$ cat config.mk
export PLATFORM = sky130hd
export DESIGN_NAME = cmp_tick_timer
export DESIGN_NICKNAME = d
export VERILOG_FILES = /design/src/rtl/tmr_pkg.sv /design/src/rtl/tmr_run_gate.sv /design/src/rtl/tmr_count_reg.sv /design/src/rtl/tmr_match_irq.sv /design/src/rtl/cmp_tick_timer.sv
export SDC_FILE = /design/constraint.sdc
export NUM_CORES = 1
export LEC_CHECK = 0
export ABC_AREA = 0
export BUFFER_PORTS_ARGS = -buffer_cell sky130_fd_sc_hd__buf_2
export CAP_MARGIN = 10
export CORE_MARGIN = 5
export CORE_UTILIZATION = 45
export CTS_CLUSTER_SIZE = 24
export DETAILED_ROUTE_END_ITERATION = 16
export PLACE_DENSITY_LB_ADDON = 0.08
export SLEW_MARGIN = 10
export SYNTH_ARGS = -nofsm -noshare
export SYNTH_HDL_FRONTEND = slang
export SYNTH_HIERARCHICAL = 1
export SYNTH_SLANG_ARGS = --single-unit
$ cat constraint.sdc
create_clock -name clk -period 2.4 [get_ports clk]
set_clock_uncertainty 0.05 [all_clocks]
set_input_delay 0.12 -clock clk [delete_from_list [all_inputs] [get_ports clk]]
set_output_delay 0.12 -clock clk [all_outputs]
set_load 0.02 [all_outputs]
$ cat src/rtl/tmr_pkg.sv
// Shared definitions for the count/compare timer.
// Assumes: single clock domain, 1-bit register select.
package tmr_pkg;

    typedef enum logic [1:0] {
        PWR_ACTIVE = 2'b00,
        PWR_SLEEP  = 2'b01,
        PWR_DEEP   = 2'b10,
        PWR_RSVD   = 2'b11
    } pwr_mode_e;

    localparam logic SEL_COUNT = 1'b0;
    localparam logic SEL_CMP   = 1'b1;

endpackage

$ cat src/rtl/tmr_run_gate.sv
// Run qualifier: decides whether the counter may advance this cycle.
// Assumes: the stop bit is level-sensitive; bit 1 of the power mode marks
// deep power-down (or the reserved code), bit 0 (light sleep) keeps counting.
module tmr_run_gate #(
    parameter int CFG_W    = 8,
    parameter int STOP_BIT = 3
) (
    input  logic [CFG_W-1:0] cfg_bits,
    input  logic [1:0]       pwr_mode,
    output logic             run
);
    import tmr_pkg::*;

    pwr_mode_e mode;
    logic      pwr_halt;

    // Decode the power mode into a halt request.
    always_comb begin
        mode = pwr_mode_e'(pwr_mode);
        unique case (mode)
            PWR_ACTIVE, PWR_SLEEP: pwr_halt = 1'b0;
            PWR_DEEP, PWR_RSVD:    pwr_halt = 1'b1;
            default:               pwr_halt = 1'b1;
        endcase
    end

    // Combine stop bit and power halt into the run enable.
    always_comb begin
        run = !cfg_bits[STOP_BIT] && !pwr_halt;
    end

endmodule

$ cat src/rtl/tmr_count_reg.sv
// Cycle counter register: write > match clear > increment > hold.
// Assumes: a write strobed in the cycle right after another write is dropped
// (software must space writes); the counter wraps modulo 2**W.
module tmr_count_reg #(
    parameter int W = 32
) (
    input  logic         clk,
    input  logic         rst_n,
    input  logic         run,
    input  logic         clr_req,
    input  logic         wr_en,
    input  logic [W-1:0] wr_data,
    output logic [W-1:0] count
);
    localparam logic [W-1:0] ONE = W'(1);

    logic [W-1:0] count_q;
    logic         wr_last_q;
    logic         wr_take;

    // Accept a write only if the previous cycle carried none.
    always_comb begin
        wr_take = wr_en && !wr_last_q;
    end

    // Counter state update in priority order.
    always_ff @(posedge clk) begin
        if (!rst_n) begin
            count_q   <= '0;
            wr_last_q <= 1'b0;
        end else begin
            wr_last_q <= wr_en;
            if (wr_take) begin
                count_q <= wr_data;
            end else if (run && clr_req) begin
                count_q <= '0;
            end else if (run) begin
                count_q <= count_q + ONE;
            end
        end
    end

    assign count = count_q;

    AST_CNT_RST: assert property (@(posedge clk)
        !rst_n |=> (count_q == '0));

    AST_CNT_STEP: assert property (@(posedge clk) disable iff (!rst_n)
        (run && !wr_en && !clr_req) |=> (count_q == $past(count_q) + ONE));

    AST_CNT_HOLD: assert property (@(posedge clk) disable iff (!rst_n)
        (!run && !wr_en) |=> $stable(count_q));

    AST_WR_WINS: assert property (@(posedge clk) disable iff (!rst_n)
        (wr_en && !wr_last_q) |=> (count_q == $past(wr_data)));

endmodule

$ cat src/rtl/tmr_match_irq.sv
// Compare register, equality detect and latched terminal-count interrupt.
// Assumes: equality is sampled every cycle regardless of run state; a
// compare write clears the latch and outranks a match in the same cycle.
module tmr_match_irq #(
    parameter int           W       = 32,
    parameter logic [W-1:0] CMP_RST = '1
) (
    input  logic         clk,
    input  logic         rst_n,
    input  logic         cmp_wr,
    input  logic [W-1:0] cmp_wdata,
    input  logic [W-1:0] count,
    output logic [W-1:0] cmp_val,
    output logic         eq,
    output logic         irq
);
    logic [W-1:0] cmp_q;
    logic         irq_q;

    // Equality between running count and compare value.
    always_comb begin
        eq = (count == cmp_q);
    end

    // Compare register load.
    always_ff @(posedge clk) begin
        if (!rst_n) begin
            cmp_q <= CMP_RST;
        end else if (cmp_wr) begin
            cmp_q <= cmp_wdata;
        end
    end

    // Interrupt latch: set by match, cleared only by compare write.
    always_ff @(posedge clk) begin
        if (!rst_n) begin
            irq_q <= 1'b0;
        end else if (cmp_wr) begin
            irq_q <= 1'b0;
        end else if (eq) begin
            irq_q <= 1'b1;
        end
    end

    assign cmp_val = cmp_q;
    assign irq     = irq_q;

    AST_IRQ_RISE: assert property (@(posedge clk) disable iff (!rst_n)
        (count == cmp_q && !cmp_wr) |=> irq_q);

    AST_IRQ_STICKY: assert property (@(posedge clk) disable iff (!rst_n)
        (irq_q && !cmp_wr) |=> irq_q);

    AST_IRQ_CLEAR: assert property (@(posedge clk) disable iff (!rst_n)
        cmp_wr |=> (!irq_q && cmp_q == $past(cmp_wdata)));

endmodule

$ cat src/rtl/cmp_tick_timer.sv
// Count/compare interval timer top: a free-running counter, a compare
// register and a latched match interrupt behind a one-port register access.
// Assumes: one register written per cycle; reads are combinational.
module cmp_tick_timer #(
    parameter int W        = 32,
    parameter int CFG_W    = 8,
    parameter int STOP_BIT = 3
) (
    input  logic             clk,
    input  logic             rst_n,
    input  logic             reg_wr,
    input  logic             reg_sel,
    input  logic [W-1:0]     reg_wdata,
    input  logic             rd_sel,
    output logic [W-1:0]     rd_data,
    input  logic [CFG_W-1:0] cfg_bits,
    input  logic [1:0]       pwr_mode,
    input  logic             auto_clear,
    output logic             irq
);
    import tmr_pkg::*;

    logic         run;
    logic         eq;
    logic         clr_req;
    logic         wr_cnt;
    logic         wr_cmp;
    logic [W-1:0] count;
    logic [W-1:0] cmp_val;

    // Split the write strobe by target register.
    always_comb begin
        wr_cnt = reg_wr && (reg_sel == SEL_COUNT);
        wr_cmp = reg_wr && (reg_sel == SEL_CMP);
    end

    // Auto-clear request when the mode is on and a match is present.
    always_comb begin
        clr_req = auto_clear && eq;
    end

    // Read-back multiplexer.
    always_comb begin
        rd_data = (rd_sel == SEL_CMP) ? cmp_val : count;
    end

    tmr_run_gate #(.CFG_W(CFG_W), .STOP_BIT(STOP_BIT)) u_gate (
        .cfg_bits (cfg_bits),
        .pwr_mode (pwr_mode),
        .run      (run)
    );

    tmr_count_reg #(.W(W)) u_cnt (
        .clk     (clk),
        .rst_n   (rst_n),
        .run     (run),
        .clr_req (clr_req),
        .wr_en   (wr_cnt),
        .wr_data (reg_wdata),
        .count   (count)
    );

    tmr_match_irq #(.W(W), .CMP_RST('1)) u_match (
        .clk       (clk),
        .rst_n     (rst_n),
        .cmp_wr    (wr_cmp),
        .cmp_wdata (reg_wdata),
        .count     (count),
        .cmp_val   (cmp_val),
        .eq        (eq),
        .irq       (irq)
    );

    AST_AUTO_ZERO: assert property (@(posedge clk) disable iff (!rst_n)
        (auto_clear && run && count == cmp_val && !reg_wr) |=> (count == '0));

    AST_DEEP_HOLD: assert property (@(posedge clk) disable iff (!rst_n)
        (pwr_mode[1] && !reg_wr) |=> $stable(count));

endmodule

# Word level (Yosys, flattened, before mapping)
# Cells that the tools add are included.
# totals
regBits	66
# classes
addsub	1
n_eq_ne	4
n_mux	5
bitwise	2
n_reduce_logical	14
# op_table
operator	count
32-bit 2-to-1 mux	4
32-bit by 1-bit adder with 32-bit output, second input constant	1
32-bit == test	1
1-bit logical AND	6
2-bit OR reduction	3
2-bit == test, second input constant	2
1-bit logical NOT	3
3-bit nonzero test	1
2-bit by 1-bit == test with 1-bit output, second input constant	1
2-bit logical NOT	1
1-bit inverter	2
1-bit one-hot mux with 2 select lines	1

# Logic depth before layout (Yosys ltp)
# logic_depth
depth_word	8
ltp_mapped	9
mapped_depth_nobuf	9

# Modules after synthesis
# Netlist, hierarchy kept.
# by_module_without_submodules
mod	instances	cells_per_inst	area_per_inst_um2	seq_area_each_um2
tmr_count_reg	1	231	1888.1	660.6
tmr_match_irq	1	150	1498.9	660.6
cmp_tick_timer	1	39	563.0	0.0
tmr_run_gate	1	1	3.8	0.0

# Least setup slack after synthesis
# Ideal clock, no wire load.
# synth_path
kind	reg2reg
startpoint	register u_cnt.count_q[2] (netlist: u_cnt/count[2])
endpoint	register u_cnt.count_q[10] (netlist: u_cnt/count[10])
setup_ps	129
arrival_ps	1849
required_ps	2221
slack_ps	372
path_stages_with_launch	10
n_path_buf	1
cell_sequence	dfxtp_1 > xor2_1 > nor4_1 > nand4_1 > nor2_2 > and2_1 > nand2_1 > nand3_1 > clkbuf_1 > o21ai_0
# synth_via
elab_chain_len	5
word_cells_on_any_way	8
cone_classes	1 x add/sub; 1 x eq/ne; 3 x mux; 3 x reduce/logical
# synth_lines
item	line	source
start, declared	tmr_count_reg.sv:17	logic [W-1:0] count_q;
start signal, assigned	tmr_count_reg.sv:34	count_q <= wr_data;
start signal, assigned	tmr_count_reg.sv:38	count_q <= count_q + ONE;
32-bit == test *	tmr_match_irq.sv:22	eq = (count == cmp_q);
net eq	cmp_tick_timer.sv:24	logic eq;
1-bit logical AND *	cmp_tick_timer.sv:39	clr_req = auto_clear && eq;
net clr_req	cmp_tick_timer.sv:25	logic clr_req;
1-bit logical AND *	tmr_count_reg.sv:35	end else if (run && clr_req) begin
32-bit 2-to-1 mux	tmr_count_reg.sv:35	
32-bit 2-to-1 mux	tmr_count_reg.sv:33	if (wr_take) begin
# The timed path passes the listed nets; every way through them passes the cells marked *. The select of a mux whose other input is x is not followed.
# A chain may end at the register's enable or synchronous reset.

# Final worst setup path
# layout_path
startpoint	register u_cnt.count_q[22] (netlist: u_cnt/count[22])
endpoint	register u_cnt.count_q[5] (netlist: u_cnt/count[5])
# The elaborated chain is that of the path after synthesis.

==> results.cfg <==
[worst_hold_path]
worstHoldStart = reg_sel
hold_path.class = input port to flip-flop
worstHoldEndpoint = u_cnt/wr_last_q$_SDFF_PN0_
whs_path_depth = 3

[placed_design]
place_congestion = 0.885
io_buffers = 72
dp_hpwl_um = 8030
dpl.cell_count = 610
placed_area_um2 = 4560

[grt]
grt_pass1_vias = 3649
overflow = 0
grt_usage_pct = 20.9
antenna_found_initial = 0
grt_pass1_wl_um = 18300
grt_max_degree = 25

[setup_path]
cpPeakStageDelay_ns = 0.42
rr_startpoint = u_cnt/count[22]$_SDFFE_PN0P_
cp_max_fo = 5
rr_worst_depth = 9
critPathLaunch = u_cnt/count[22]$_SDFFE_PN0P_
crit_buf_inv = 0
cp_common_cell = nor2_1
arrival_ns = 2.34
critPathKind = flip-flop to flip-flop
crit_path_end_kind = flip-flop
crit_path_start_kind = flip-flop
cp_slowest_cell = dfxtp_1
timing.reg2reg.setup_slack_ns = 0.24
crit_family = simple AND/OR/NAND/NOR gates
required_ns = 2.58
cp_cell_sequence = xor2_1 -> nor4_1 -> nand4_1 -> nor2_2 -> and2_1 -> nand2b_1 -> nor2_1 -> a221oi_1 -> nor2_1
rr_endpoint = u_cnt/count[5]$_SDFFE_PN0P_

[cells_and_area]
area_growth_pct = 29.8
final_cell_mix = buf_2, dfxtp_1, nand2_1
drive_gt1_share_pct = 30.5
final_nets = 594
instances_no_fill = 658
final_common_cell = buf_2
fin_area_um2 = 5130
final_core_util_pct = 59.4
antenna_cells = 0

[sta]
min_period_over_period_pct = 89.9
finalSetupViolCount = 0
fmax_ghz = 0.464
finalCriticalPeriod_ns = 2.16
fin_hold_ws_ns = 0.0377
rsz0062_at_grt = false
tightest_slew_ns = 0.521
hold_violations = 0
relSlewSlack_pct = 65.3
slew_violations = 0
setup_tns_ns = 0

[die]
chipHeight_um = 104
fp.dieW_um = 104
rows = 34
die_area_um2 = 10800
start_util_pct = 45.8
io_pins = 81
fp.coreArea_um2 = 8640

[route]
drc = 0
wl_per_cell_um = 17.0
postRouteAntennaNets = 0
routed_wl_um = 11200
vias = 3488
drt-vias-per-instance = 5.30
dr.pass1.iters = 6
drt_iter0_markers = 176

[clock_network]
clk_latency_ns = 0.34
post_cts.repair.setup_buffers = 0
cts.sinks = 66
root_buffer = clkbuf_8
htreeDepth = 3
clk_pin_slew_worst_paths_ns = 0.07
cts_tree = yes
cts_buffer_depth = 2
cts_buffers = 9

[flow_run]
timing.max_cap.violations = 0

[yosys]
netlist_area_um2 = 3950
synth_nets = 470
syn_area_per_cell_um2 = 9.39
yosysWarnings = 6
ys_ff_latch = 66
synth_cells = 421
seq_area_frac_synth_pct = 33.4
yosys.cell_types.count = 48

[power_and_ir_drop]
power.leakage_uw = 0.00210
power_density_nw_per_um2 = 571
ir_drop_mv = 0.293

[run_status]
status = completed
## worst reg2reg max path: stages (launching register included)
cell and delay [ns]:
dfxtp_1 0.42, xor2_1 0.11, nor4_1 0.37, nand4_1 0.18, nor2_2 0.19, and2_1 0.23
nand2b_1 0.15, nor2_1 0.05, a221oi_1 0.23, nor2_1 0.07
## flip-flops by register name, summed over array words and instances, names as in the netlist
name / cells
u_cnt/count: 32
u_cnt/wr_last_q: 1
u_match/cmp_val: 32
u_match/irq: 1
## cells by family after synthesis
logic type,after synthesis,synth area share [%]
xor+xnor,58,12.8
simple gates,151,19.8
flops,66,33.4
compound gates,54,8.92
mux,66,20.6
fa+ha+maj,1,0.316
buf+inv,25,4.08
## power breakdown
group | internal [uW] | switching, uW | leakage (uW)
sequential | 1150 | 54.8 | 0.000541
clock | 669 | 444 | 0.000119
combinational | 297 | 315 | 0.00144
total | 2120 | 814 | 0.00210
## how the worst max path moves through the flow
stage,cells past startpoint,endpoint
3_5_place_dp,8,u_cnt/count[22]$_SDFFE_PN0P_
5_1_grt,8,u_cnt/count[5]$_SDFFE_PN0P_
6_report,9,u_cnt/count[5]$_SDFFE_PN0P_
4_1_cts,8,u_cnt/count[28]$_SDFFE_PN0P_
2_1_floorplan,9,u_cnt/count[10]$_SDFFE_PN0P_
3_3_place_gp,9,u_cnt/count[28]$_SDFFE_PN0P_
## cells in the mapped netlist (all sizes together)
library cell  count  share of area (%)
mux2             32                 12
o22ai             8                1.3
nand2b            2               0.32
a311oi            1               0.22
and3              4               0.66
nor3              5               0.63
nor2             17                1.7
nand3            14                1.8
o211ai            1               0.19
inv               5               0.47
or2               1               0.16
o211a             1               0.25
nor2b             2               0.32
dfxtp            66                 33
nand4b            1               0.22
ha                1               0.32
xor2             49                 11
and2              8                1.3
nand3b            1               0.19
xnor2             9                2.0
a221oi            2               0.44
a211oi            1               0.51
nand2            64                6.1
nor4             10                2.1
buf              11                2.8
nand4            14                2.4
and2b             2               0.44
o21ai            24                3.0
nor3b             1               0.32
mux2i            34                8.6
a21oi             8                1.0
o2111ai           1               0.66
a22oi             7                1.3
clkbuf            9               0.85
and4              5                1.2
## routing by layer
layer | global-route usage [%] | routed length, um | vias up | part of all wire, %
met4 | 7.77 | 249 | 0 | 2.2
met5 | 0 | 0 | - | 0
li1 | - | - | 1734 | -
met1 | 26.2 | 5050 | 1633 | 45
met2 | 35.5 | 5410 | 102 | 48
met3 | 3.92 | 478 | 19 | 4.3
## through the flow
stage                     power, uW  worst slack, ns
after global placement         1800            0.228
final                          2930            0.243
after global routing           3060          0.00871
after detailed placement       1800            0.192
after floorplan                1600            0.372
after CTS                      2960            0.163
## final cells by class
class | count | area [um2]
Fill cell | 798 | 3500
Multi-Input combinational cell | 330 | 2480
Sequential cell | 66 | 1320
Timing Repair Buffer | 133 | 936
Clock buffer | 12 | 165
Tap cell | 108 | 135
Clock inverter | 4 | 72.6
Inverter | 5 | 18.8
## timing repair
| item | in CTS | in global routing |
|---|---|---|
| hold endpoints to repair | 50 | 0 |
| hold buffers | 32 | 0 |
| endpoints found under the setup margin | 0 | 9 |
| gates resized for setup | 0 | 2 |
(Power assumes the default switching activity.)
